## src/rtl/hfifo_pkg.sv

```systemverilog
package hfifo_pkg;

    // lowest bit of the frame field inside a packed status word
    localparam int STAT_LO = 16;

    typedef struct packed {
        logic ovf;
        logic unf;
        logic rej;
    } flags_t;

endpackage

```

## src/rtl/hfifo_ram.sv

```systemverilog
module hfifo_ram #(
    parameter int DW = 8,
    parameter int AW = 9
) (
    input  logic          clk,
    input  logic          we,
    input  logic [AW-1:0] waddr,
    input  logic [DW-1:0] wdata,
    input  logic [AW-1:0] raddr,
    output logic [DW-1:0] rdata
);
    localparam int DEPTH = 1 << AW;

    logic [DW-1:0] mem [DEPTH];

    always_ff @(posedge clk) begin
        if (we) begin
            mem[waddr] <= wdata;
        end
    end

    assign rdata = mem[raddr];

endmodule

```

## src/rtl/hfifo_ztab.sv

```systemverilog
module hfifo_ztab #(
    parameter int ZW = 9,
    parameter int FW = 4
) (
    input  logic          clk,
    input  logic          rst_n,
    input  logic          we,
    input  logic [FW-1:0] waddr,
    input  logic [ZW-1:0] wdata,
    input  logic [FW-1:0] raddr,
    output logic [ZW-1:0] rdata
);
    localparam int SLOTS = 1 << FW;

    logic [ZW-1:0] ends_q [SLOTS];

    always_ff @(posedge clk or negedge rst_n) begin
        if (!rst_n) begin
            for (int i = 0; i < SLOTS; i++) begin
                ends_q[i] <= '0;
            end
        end else if (we) begin
            ends_q[waddr] <= wdata;
        end
    end

    assign rdata = ends_q[raddr];

endmodule

```

## src/rtl/hfifo_count.sv

```systemverilog
module hfifo_count #(
    parameter int ZW = 9,
    parameter int FW = 4
) (
    input  logic [ZW-1:0] z1,
    input  logic [ZW-1:0] z2,
    input  logic [FW-1:0] f1,
    input  logic [FW-1:0] f2,
    input  logic [ZW-1:0] zend,
    output logic [ZW-1:0] free_bytes,
    output logic [FW-1:0] free_frames,
    output logic [FW-1:0] rx_frames,
    output logic [ZW-1:0] rx_bytes
);
    localparam logic [ZW-1:0] ZTOP = '1;
    localparam logic [FW-1:0] FTOP = '1;

    logic [ZW-1:0] used;

    always_comb begin
        used        = z1 - z2;
        free_bytes  = ZTOP - used;
        rx_frames   = f1 - f2;
        free_frames = FTOP - rx_frames;
        rx_bytes    = (rx_frames == '0) ? '0 : (zend - z2);
    end

endmodule

```

## src/rtl/hfifo_top.sv

```systemverilog
module hfifo_top
    import hfifo_pkg::*;
#(
    parameter int DW        = 8,
    parameter int ZW        = 9,
    parameter int FW        = 4,
    parameter int MAX_FRAME = 510
) (
    input  logic                  clk,
    input  logic                  rst_n,
    input  logic                  wr_en,
    input  logic                  wr_last,
    input  logic [DW-1:0]         wr_data,
    input  logic                  rd_en,
    input  logic                  rd_done,
    output logic [DW-1:0]         rd_data,
    output logic [STAT_LO+FW-1:0] tx_stat,
    output logic [STAT_LO+FW-1:0] rx_stat,
    output logic                  ovf,
    output logic                  unf,
    output logic                  rej
);
    localparam logic [ZW-1:0] FRAME_LIM = ZW'(MAX_FRAME);

    typedef struct packed {
        logic [ZW-1:0] z1;   // write position
        logic [ZW-1:0] z2;   // read position
        logic [ZW-1:0] zs;   // start of the open frame
        logic [FW-1:0] f1;   // frame write slot
        logic [FW-1:0] f2;   // frame read slot
        logic [DW-1:0] rdat;
        flags_t        fl;
    } state_t;

    state_t st_d, st_q;

    logic          mem_we;
    logic [DW-1:0] mem_rdata;
    logic          tab_we;
    logic [ZW-1:0] tab_wdata;
    logic [ZW-1:0] zend;
    logic [ZW-1:0] free_bytes;
    logic [FW-1:0] free_frames;
    logic [FW-1:0] rx_frames;
    logic [ZW-1:0] rx_bytes;
    logic [ZW-1:0] z1_inc;
    logic [ZW-1:0] flen;
    logic          wr_ok;

    hfifo_ram #(.DW(DW), .AW(ZW)) u_ram (
        .clk   (clk),
        .we    (mem_we),
        .waddr (st_q.z1),
        .wdata (wr_data),
        .raddr (st_q.z2),
        .rdata (mem_rdata)
    );

    hfifo_ztab #(.ZW(ZW), .FW(FW)) u_ztab (
        .clk   (clk),
        .rst_n (rst_n),
        .we    (tab_we),
        .waddr (st_q.f1),
        .wdata (tab_wdata),
        .raddr (st_q.f2),
        .rdata (zend)
    );

    hfifo_count #(.ZW(ZW), .FW(FW)) u_count (
        .z1          (st_q.z1),
        .z2          (st_q.z2),
        .f1          (st_q.f1),
        .f2          (st_q.f2),
        .zend        (zend),
        .free_bytes  (free_bytes),
        .free_frames (free_frames),
        .rx_frames   (rx_frames),
        .rx_bytes    (rx_bytes)
    );

    always_comb begin
        st_d      = st_q;
        st_d.fl   = '0;
        mem_we    = 1'b0;
        tab_we    = 1'b0;
        z1_inc    = st_q.z1 + 1'b1;
        tab_wdata = z1_inc;
        flen      = z1_inc - st_q.zs;
        wr_ok     = wr_en && (free_bytes != '0) && (free_frames != '0);

        // producer side
        if (wr_en && !wr_ok) begin
            st_d.fl.ovf = 1'b1;
        end
        if (wr_ok) begin
            mem_we  = 1'b1;
            st_d.z1 = z1_inc;
            if (wr_last) begin
                if (flen > FRAME_LIM) begin
                    st_d.z1     = st_q.zs;
                    st_d.fl.rej = 1'b1;
                end else begin
                    tab_we  = 1'b1;
                    st_d.f1 = st_q.f1 + 1'b1;
                    st_d.zs = z1_inc;
                end
            end
        end

        // consumer side: byte read
        if (rd_en) begin
            if (rx_bytes == '0) begin
                st_d.rdat   = '0;
                st_d.fl.unf = 1'b1;
            end else begin
                st_d.rdat = mem_rdata;
                st_d.z2   = st_q.z2 + 1'b1;
            end
        end

        // consumer side: retire oldest frame
        if (rd_done) begin
            if (rx_frames == '0) begin
                st_d.fl.unf = 1'b1;
            end else begin
                st_d.z2 = zend;
                st_d.f2 = st_q.f2 + 1'b1;
            end
        end
    end

    always_ff @(posedge clk or negedge rst_n) begin
        if (!rst_n) begin
            st_q <= '0;
        end else begin
            st_q <= st_d;
        end
    end

    assign rd_data = st_q.rdat;
    assign ovf     = st_q.fl.ovf;
    assign unf     = st_q.fl.unf;
    assign rej     = st_q.fl.rej;
    assign tx_stat = {free_frames, STAT_LO'(free_bytes)};
    assign rx_stat = {rx_frames, STAT_LO'(rx_bytes)};

endmodule

```

## config.mk

```make
export PLATFORM = sky130hd
export DESIGN_NAME = hfifo_top
export DESIGN_NICKNAME = d
export VERILOG_FILES = /design/src/rtl/hfifo_pkg.sv /design/src/rtl/hfifo_ram.sv /design/src/rtl/hfifo_ztab.sv /design/src/rtl/hfifo_count.sv /design/src/rtl/hfifo_top.sv
export SDC_FILE = /design/constraint.sdc
export NUM_CORES = 2
export LEC_CHECK = 0
export BUFFER_PORTS_ARGS = -buffer_cell sky130_fd_sc_hd__buf_4
export CAP_MARGIN = 25
export CELL_PAD_IN_SITES_DETAIL_PLACEMENT = 2
export CELL_PAD_IN_SITES_GLOBAL_PLACEMENT = 2
export CORE_MARGIN = 2
export CORE_UTILIZATION = 30
export DETAILED_ROUTE_END_ITERATION = 7
export PLACE_DENSITY_LB_ADDON = 0.1
export SETUP_SLACK_MARGIN = 0.4
export SYNTH_ARGS = -nofsm -noshare
export SYNTH_HDL_FRONTEND = slang
export SYNTH_SLANG_ARGS = --single-unit
```

## constraint.sdc

```tcl
create_clock -name clk -period 5.4 [get_ports clk]
set_input_delay 0.27 -clock clk [delete_from_list [all_inputs] [get_ports clk]]
set_output_delay 0.27 -clock clk [all_outputs]
set_load 0.01 [all_outputs]
```

-- Word level (Yosys, flattened, before mapping)
Memories as Yosys holds them, arrays and structs flattened.
Cells that the tools add are included.
- add/sub/neg operators: 10
- magnitude comparators: 4
- mux-type cells: 28
- bitwise operators: 4
- reductions and logical operators: 11
- operators by type and width (operator ; number):
    $bwmux 144 ; 1
    $mux 9 ; 10
    $bmux 9 s4 ; 1
    $demux 9 s4 ; 1
    $sub 9x9->9 ; 3
    $add 9x1->9 const B ; 2
    $mux 1 ; 14
    $ge 5x5->1 const B ; 2
    $not 4->5 ; 2
    $gt 9x9->1 const B ; 1
    $logic_not 9->1 ; 1
    $reduce_bool 9->1 ; 1
    $sub 9x9->9 const A ; 1
    $add 4x1->4 const B ; 2
    $mux 8 ; 1
    $lt 5x1->1 const B ; 1
    $logic_and 1x1->1 ; 4
    $logic_not 4->1 ; 1
    $reduce_bool 4->1 ; 1
    $sub 4x4->4 ; 1
    $sub 4x4->4 const A ; 1
    $reduce_and 3->1 ; 1
    $not 1->1 ; 2
    $reduce_and 2->1 ; 1
    $logic_not 1->1 ; 1
- bits in registers: 190
- RAM bits: 4096
- input bits: 14
- output and inout bits: 51
- logic and storage cells: 83
- memories: 1
- memory list (name ; depth ; bits a word ; read ports ; clocked after Yosys merged registers in ; wr ports ; RTL line ; RTL):
    u_ram.mem ; 512 ; 8 ; 1 ; 0 ; 1 ; hfifo_ram.sv:14 ; logic [DW-1:0] mem [DEPTH];

-- Depth between registers and ports, before layout
- depth after elaboration: 11
- mapped depth: 18

-- By module
Synthesis repeated with hierarchy kept, for this count alone.
- cells, all modules: 8858
- area, all modules: 170249.5 um^2
- by module, submodules not included (module ; times used ; cells each ; area each (um^2)):
    hfifo_ram ; 1 ; 8022 ; 159767.0
    hfifo_ztab ; 1 ; 406 ; 6637.6
    hfifo_top ; 1 ; 302 ; 2927.8
    hfifo_count ; 1 ; 128 ; 917.1

-- Worst setup path after synthesis
No wires, ideal clock.
- path type: reg2reg
- start point: register st_q[11] (netlist name)
- end point: register st_q, in the netlist rd_data[4]
- library setup time: 0.139 ns
- arrival time: 4.784 ns
- slack: 0.477 ns
- stages on the path, launching flop included: 19
- clock period less this slack: 4.923 ns
- cells stage by stage: dfrtp_1 buf_6 buf_1 mux4_2 mux4_2 inv_1 ha_1 inv_1 fa_1 a211oi_1 o21bai_1 a2111oi_0 or3_1 a21oi_4 o41ai_4 buf_6 nor2_1 o211ai_1 o221ai_1
- cells in the longest elaborated chain, start to end: 8
- elaborated cells between the ends (all ways): 10
- ends and longest elaborated chain (what ; RTL line ; RTL):
    start, declared ; hfifo_top.sv:35 ; state_t st_d, st_q;
    start signal, assigned ; hfifo_top.sv:136 ; st_q <= st_d;
    $not 4->5 (not written as such) ; hfifo_ztab.sv:27 ; assign rdata = ends_q[raddr];
    $bmux 9 s4 ; hfifo_ztab.sv:27 ;
    $mux 9 (not written as such) (2 in a row) ; hfifo_ztab.sv:27 ;
    $sub 9x9->9 ; hfifo_count.sv:25 ; rx_bytes = (rx_frames == '0) ? '0 : (zend - z2);
    $mux 9 * ; hfifo_count.sv:25 ;
    via rx_stat[8] ; hfifo_top.sv:18 ; output logic [STAT_LO+FW-1:0] rx_stat,
    $logic_not 9->1 * ; hfifo_top.sv:112 ; if (rx_bytes == '0) begin
    $mux 8 * ; hfifo_top.sv:112 ;
Mark *: on every way through the listed nets, which the timed path passes. The rest lies on a longest branch. The select of a mux whose other input is x is not followed.
A chain may end at the register's enable or synchronous reset.

-- Final worst setup path
- start point: register st_q[11] (netlist name)
- end point: output port rx_stat[8]
- cells in the longest elaborated chain, start to end: 6
- elaborated cells between the ends (all ways): 8
- ends and longest elaborated chain (what ; RTL line):
    $not 4->5 (not written as such) ; hfifo_ztab.sv:27
    $bmux 9 s4 ; hfifo_ztab.sv:27
    $mux 9 (not written as such) (2 in a row) ; hfifo_ztab.sv:27
    $sub 9x9->9 ; hfifo_count.sv:25
    $mux 9 * ; hfifo_count.sv:25
    end, declared ; hfifo_top.sv:18
Every way passes the cells marked *; elsewhere a longest branch is shown, timed or not. The select of a mux whose other input is x is not followed.

==> impl_metrics.py <==
metrics = {
    "setup_path": {
        "crit_chain": "buf_12, bufbuf_16, mux4_2, mux4_2, fa_2, a211oi_4, o21bai_1, a2111oi_2, buf_4, or3_1, a21oi_4, buf_4",
        "critPathLaunch": "st_q[11]",
        "startpoint_type": "flip-flop",
        "arrival_ps": 4710,
        "cp.depth": 12,
        "path_buf_inv": 4,
        "critPathTopFamily": "multiplexers",
        "critPathCaptureType": "primary output",
        "timing.rr.start": "st_q[28]",
        "critPathKind": "reg -> out",
        "cp.required_ps": 5130,
        "max_stage_delay_ps": 560,
        "reg2regPathDepth": 11,
        "worstPathMaxFanout": 7,
        "rrSetupSlack_ps": 550,
        "r2r_end": "rd_data[6]",
        "worst_path_max_delay_cell": "mux4_2",
    },
    "timing": {
        "period_needed_ps": 4980,
        "max_freq_mhz": 201,
        "tightest_slew_ps": 1250,
        "hold_violations": 0,
        "fin_ws_ps": 423,
        "setup_viol": 0,
        "slew_headroom": 0.169,
        "final.setup.tns_ps": 0,
        "hold_slack_ps": 187,
        "drv_slew": 0,
        "rsz0062_at_grt": "true",
        "finalCritPeriodShare": 0.922,
        "fin_skew_ps": 81.6,
    },
    "cts": {
        "clk_latency_ps": 1090,
        "cts_buffer_depth": 4,
        "root_buffer": "clkbuf_16",
        "numCtsBuffers": 483,
        "cts_tree": "built",
        "numClockSinks": 4286,
        "cts.htree.levels": 5,
        "clk_pin_slew_ps": 60,
    },
    "synthesis": {
        "ys.flop_type": "edfxtp_1",
        "synth_top_area_frac": 0.728,
        "synth_edf_count": 4096,
        "async_flop_share": 0.0443,
        "synthTopCellsByArea": "edfxtp_1 73%, mux4_2 12%, dfrtp_1 2.8%",
        "synth_top_cell_by_area": "edfxtp_1",
        "synth-seq-cells": 4286,
        "synth_cell_types": 87,
        "synthCells": 8442,
        "syn_area_um2": 169000,
        "avgSynthCellArea_um2": 20.0,
        "ys_seq_area_frac": 0.756,
        "yosysWarnings": 0,
    },
    "worst_hold_path": {
        "hold_path_class": "in -> reg",
        "min_to": "st_q[17]",
        "hp-start": "wr_last",
        "min_path_cells": 4,
    },
    "placed_design": {
        "portBuffers": 50,
        "placed_area_um2": 181000,
        "dp.final_hpwl_um": 408000,
        "pre_cts_ws_ps": 121,
        "gp_congestion": 0.798,
    },
    "floorplan": {
        "die_w_um": 755,
        "rows": 275,
        "die_height_um": 755,
        "start_util": 0.301,
        "dieArea_um2": 569000,
        "core_um2": 561000,
        "io_pins": 65,
    },
    "finish": {
        "syn_to_final_growth_pct": 16.8,
        "fin_nets": 9006,
        "drive_above_1_share": 0.261,
        "post-route-util": 0.352,
        "final_area_um2": 197000,
    },
    "global_route": {
        "overflow": 0,
        "gr-usage-all-layers": 0.220,
        "grt_pass1_vias": 95200,
        "grt_max_degree": 172,
        "antenna_found_initial": 96,
        "grt_pass1_wl_um": 864000,
    },
    "route": {
        "vias": 89400,
        "dr.pass1.iters": 5,
        "wire_per_inst_um": 37.9,
        "avgViaCountPerCell": 5.30,
        "drc_errors": 0,
        "wl_um": 638000,
        "drt-initial-drc-count": 9489,
        "ant_nets": 0,
    },
    "power": {
        "vdd_ir_drop_max_v": 0.000440,
        "leakagePower_nw": 61.9,
        "p_per_area_nw_per_um2": 528,
    },
    "outcome": {
        "status": "complete, no violations",
    },
    "flow_run": {
        "maxCapViolations": 0,
    },
}
[power by group]
| group | switching, W | internal (W) | leakage, nW | total, W |
|---|---|---|---|---|
| Sequential | 0.000782 | 0.0372 | 39.3 | 0.0380 |
| Clock | 0.0141 | 0.0187 | 7.58 | 0.0328 |
| Combinational | 0.0216 | 0.0119 | 15.1 | 0.0335 |
[metrics by stage]
stage | std cells | total power, W
6_report | 16900 | 0.104
5_1_grt | 16800 | 0.108
2_1_floorplan | 8455 | 0.0549
3_5_place_dp | 15900 | 0.0723
4_1_cts | 16800 | 0.105
3_3_place_gp | 15900 | 0.0720
[kinds of logic after synthesis]
| kind of cell | synth area share |
|---|---|
| other cells | 0.0000222 |
| flops | 0.756 |
| fa+ha+maj | 0.00329 |
| buf+inv | 0.0178 |
| mux | 0.158 |
| compound gates | 0.0337 |
| xor+xnor | 0.00222 |
| simple gates | 0.0296 |
[worst max path at each step]
stage,to,slack [ps]
floorplan,rd_data[4],480
global placement,st_q[33],30
detailed placement,st_q[33],120
CTS,rx_stat[8],320
global route,rx_stat[8],270
finish,rx_stat[8],420
[registers in the layout, indices dropped and copies added (netlist names)]
signal	flops
u_ram.mem	4096
rej	1
u_ztab.ends_q	144
ovf	1
st_q	35
rd_data	8
unf	1
[cell type report]
| cell class | instances | area, µm² |
|---|---|---|
| Timing Repair Buffer | 556 | 5660 |
| Fill cell | 54300 | 363000 |
| Tap cell | 7479 | 9360 |
| Multi-Input combinational cell | 3575 | 38800 |
| Clock inverter | 265 | 2760 |
| Clock buffer | 631 | 12800 |
| Sequential cell | 4286 | 128000 |
| Antenna cell | 17 | 42.5 |
| Inverter | 48 | 198 |
[cells in the mapped netlist, types with 44 or more instances]
| cell type | n |
|---|---|
| a21oi_1 | 112 |
| a22oi_1 | 136 |
| buf_2 | 189 |
| buf_4 | 94 |
| clkbuf_1 | 197 |
| dfrtp_1 | 190 |
| edfxtp_1 | 4096 |
| mux2_2 | 214 |
| mux2i_1 | 400 |
| mux4_2 | 896 |
| nand2_1 | 237 |
| nand3_1 | 69 |
| nor2_1 | 647 |
| nor3_1 | 44 |
| o211ai_1 | 44 |
| o21ai_0 | 99 |
| o221ai_1 | 58 |
| o22ai_1 | 129 |
[routing by layer]
layer / GRT usage / share of wire / vias up / wire length, µm
li1: - / - / 35800 / -
met1: 0.316 / 0.45 / 50200 / 286000
met2: 0.360 / 0.48 / 2797 / 305000
met4: 0.0421 / 0.020 / 10 / 12900
met3: 0.0303 / 0.054 / 663 / 34500
met5: 0 / 0.00010 / - / 67
[placed cells by master (no fill, tap or decap), types with 20 or more instances in the layout]
| cell | count |
|---|---|
| nor4_1 | 29 |
| a21oi_1 | 112 |
| clkinv_1 | 93 |
| inv_1 | 40 |
| clkinv_2 | 99 |
| bufinv_16 | 42 |
| o211ai_1 | 44 |
| o21ai_0 | 98 |
| nor2_1 | 621 |
| ha_1 | 37 |
| buf_12 | 96 |
| o221ai_1 | 58 |
| a31oi_1 | 27 |
| mux4_2 | 896 |
| buf_4 | 411 |
| a22oi_1 | 136 |
| and3_1 | 20 |
| a211oi_1 | 32 |
| nor3_1 | 38 |
| clkbuf_16 | 485 |
| o22ai_1 | 129 |
| mux2i_1 | 400 |
| dfrtp_1 | 179 |
| clkbuf_1 | 136 |
| nand2_1 | 230 |
| nand3_1 | 57 |
| edfxtp_1 | 4096 |
| mux2_2 | 214 |
| a221oi_1 | 22 |
| xnor2_1 | 32 |
[worst min-delay path: cells and delay by family]
kind	cells	cell delay [ps]
AND/OR/NAND/NOR	1	100
XOR/XNOR	1	70
buffers and inverters	2	710
[what timing repair did]
item                                    CTS  global route
gates resized for setup                  17            24
endpoints found under the hold margin   876             0
gates cloned                              1             0
pin swaps                                 5             2
endpoints found under the setup margin   17           730
setup buffers                             5             3
hold buffers                             17             0
(Power assumes the default switching activity.)
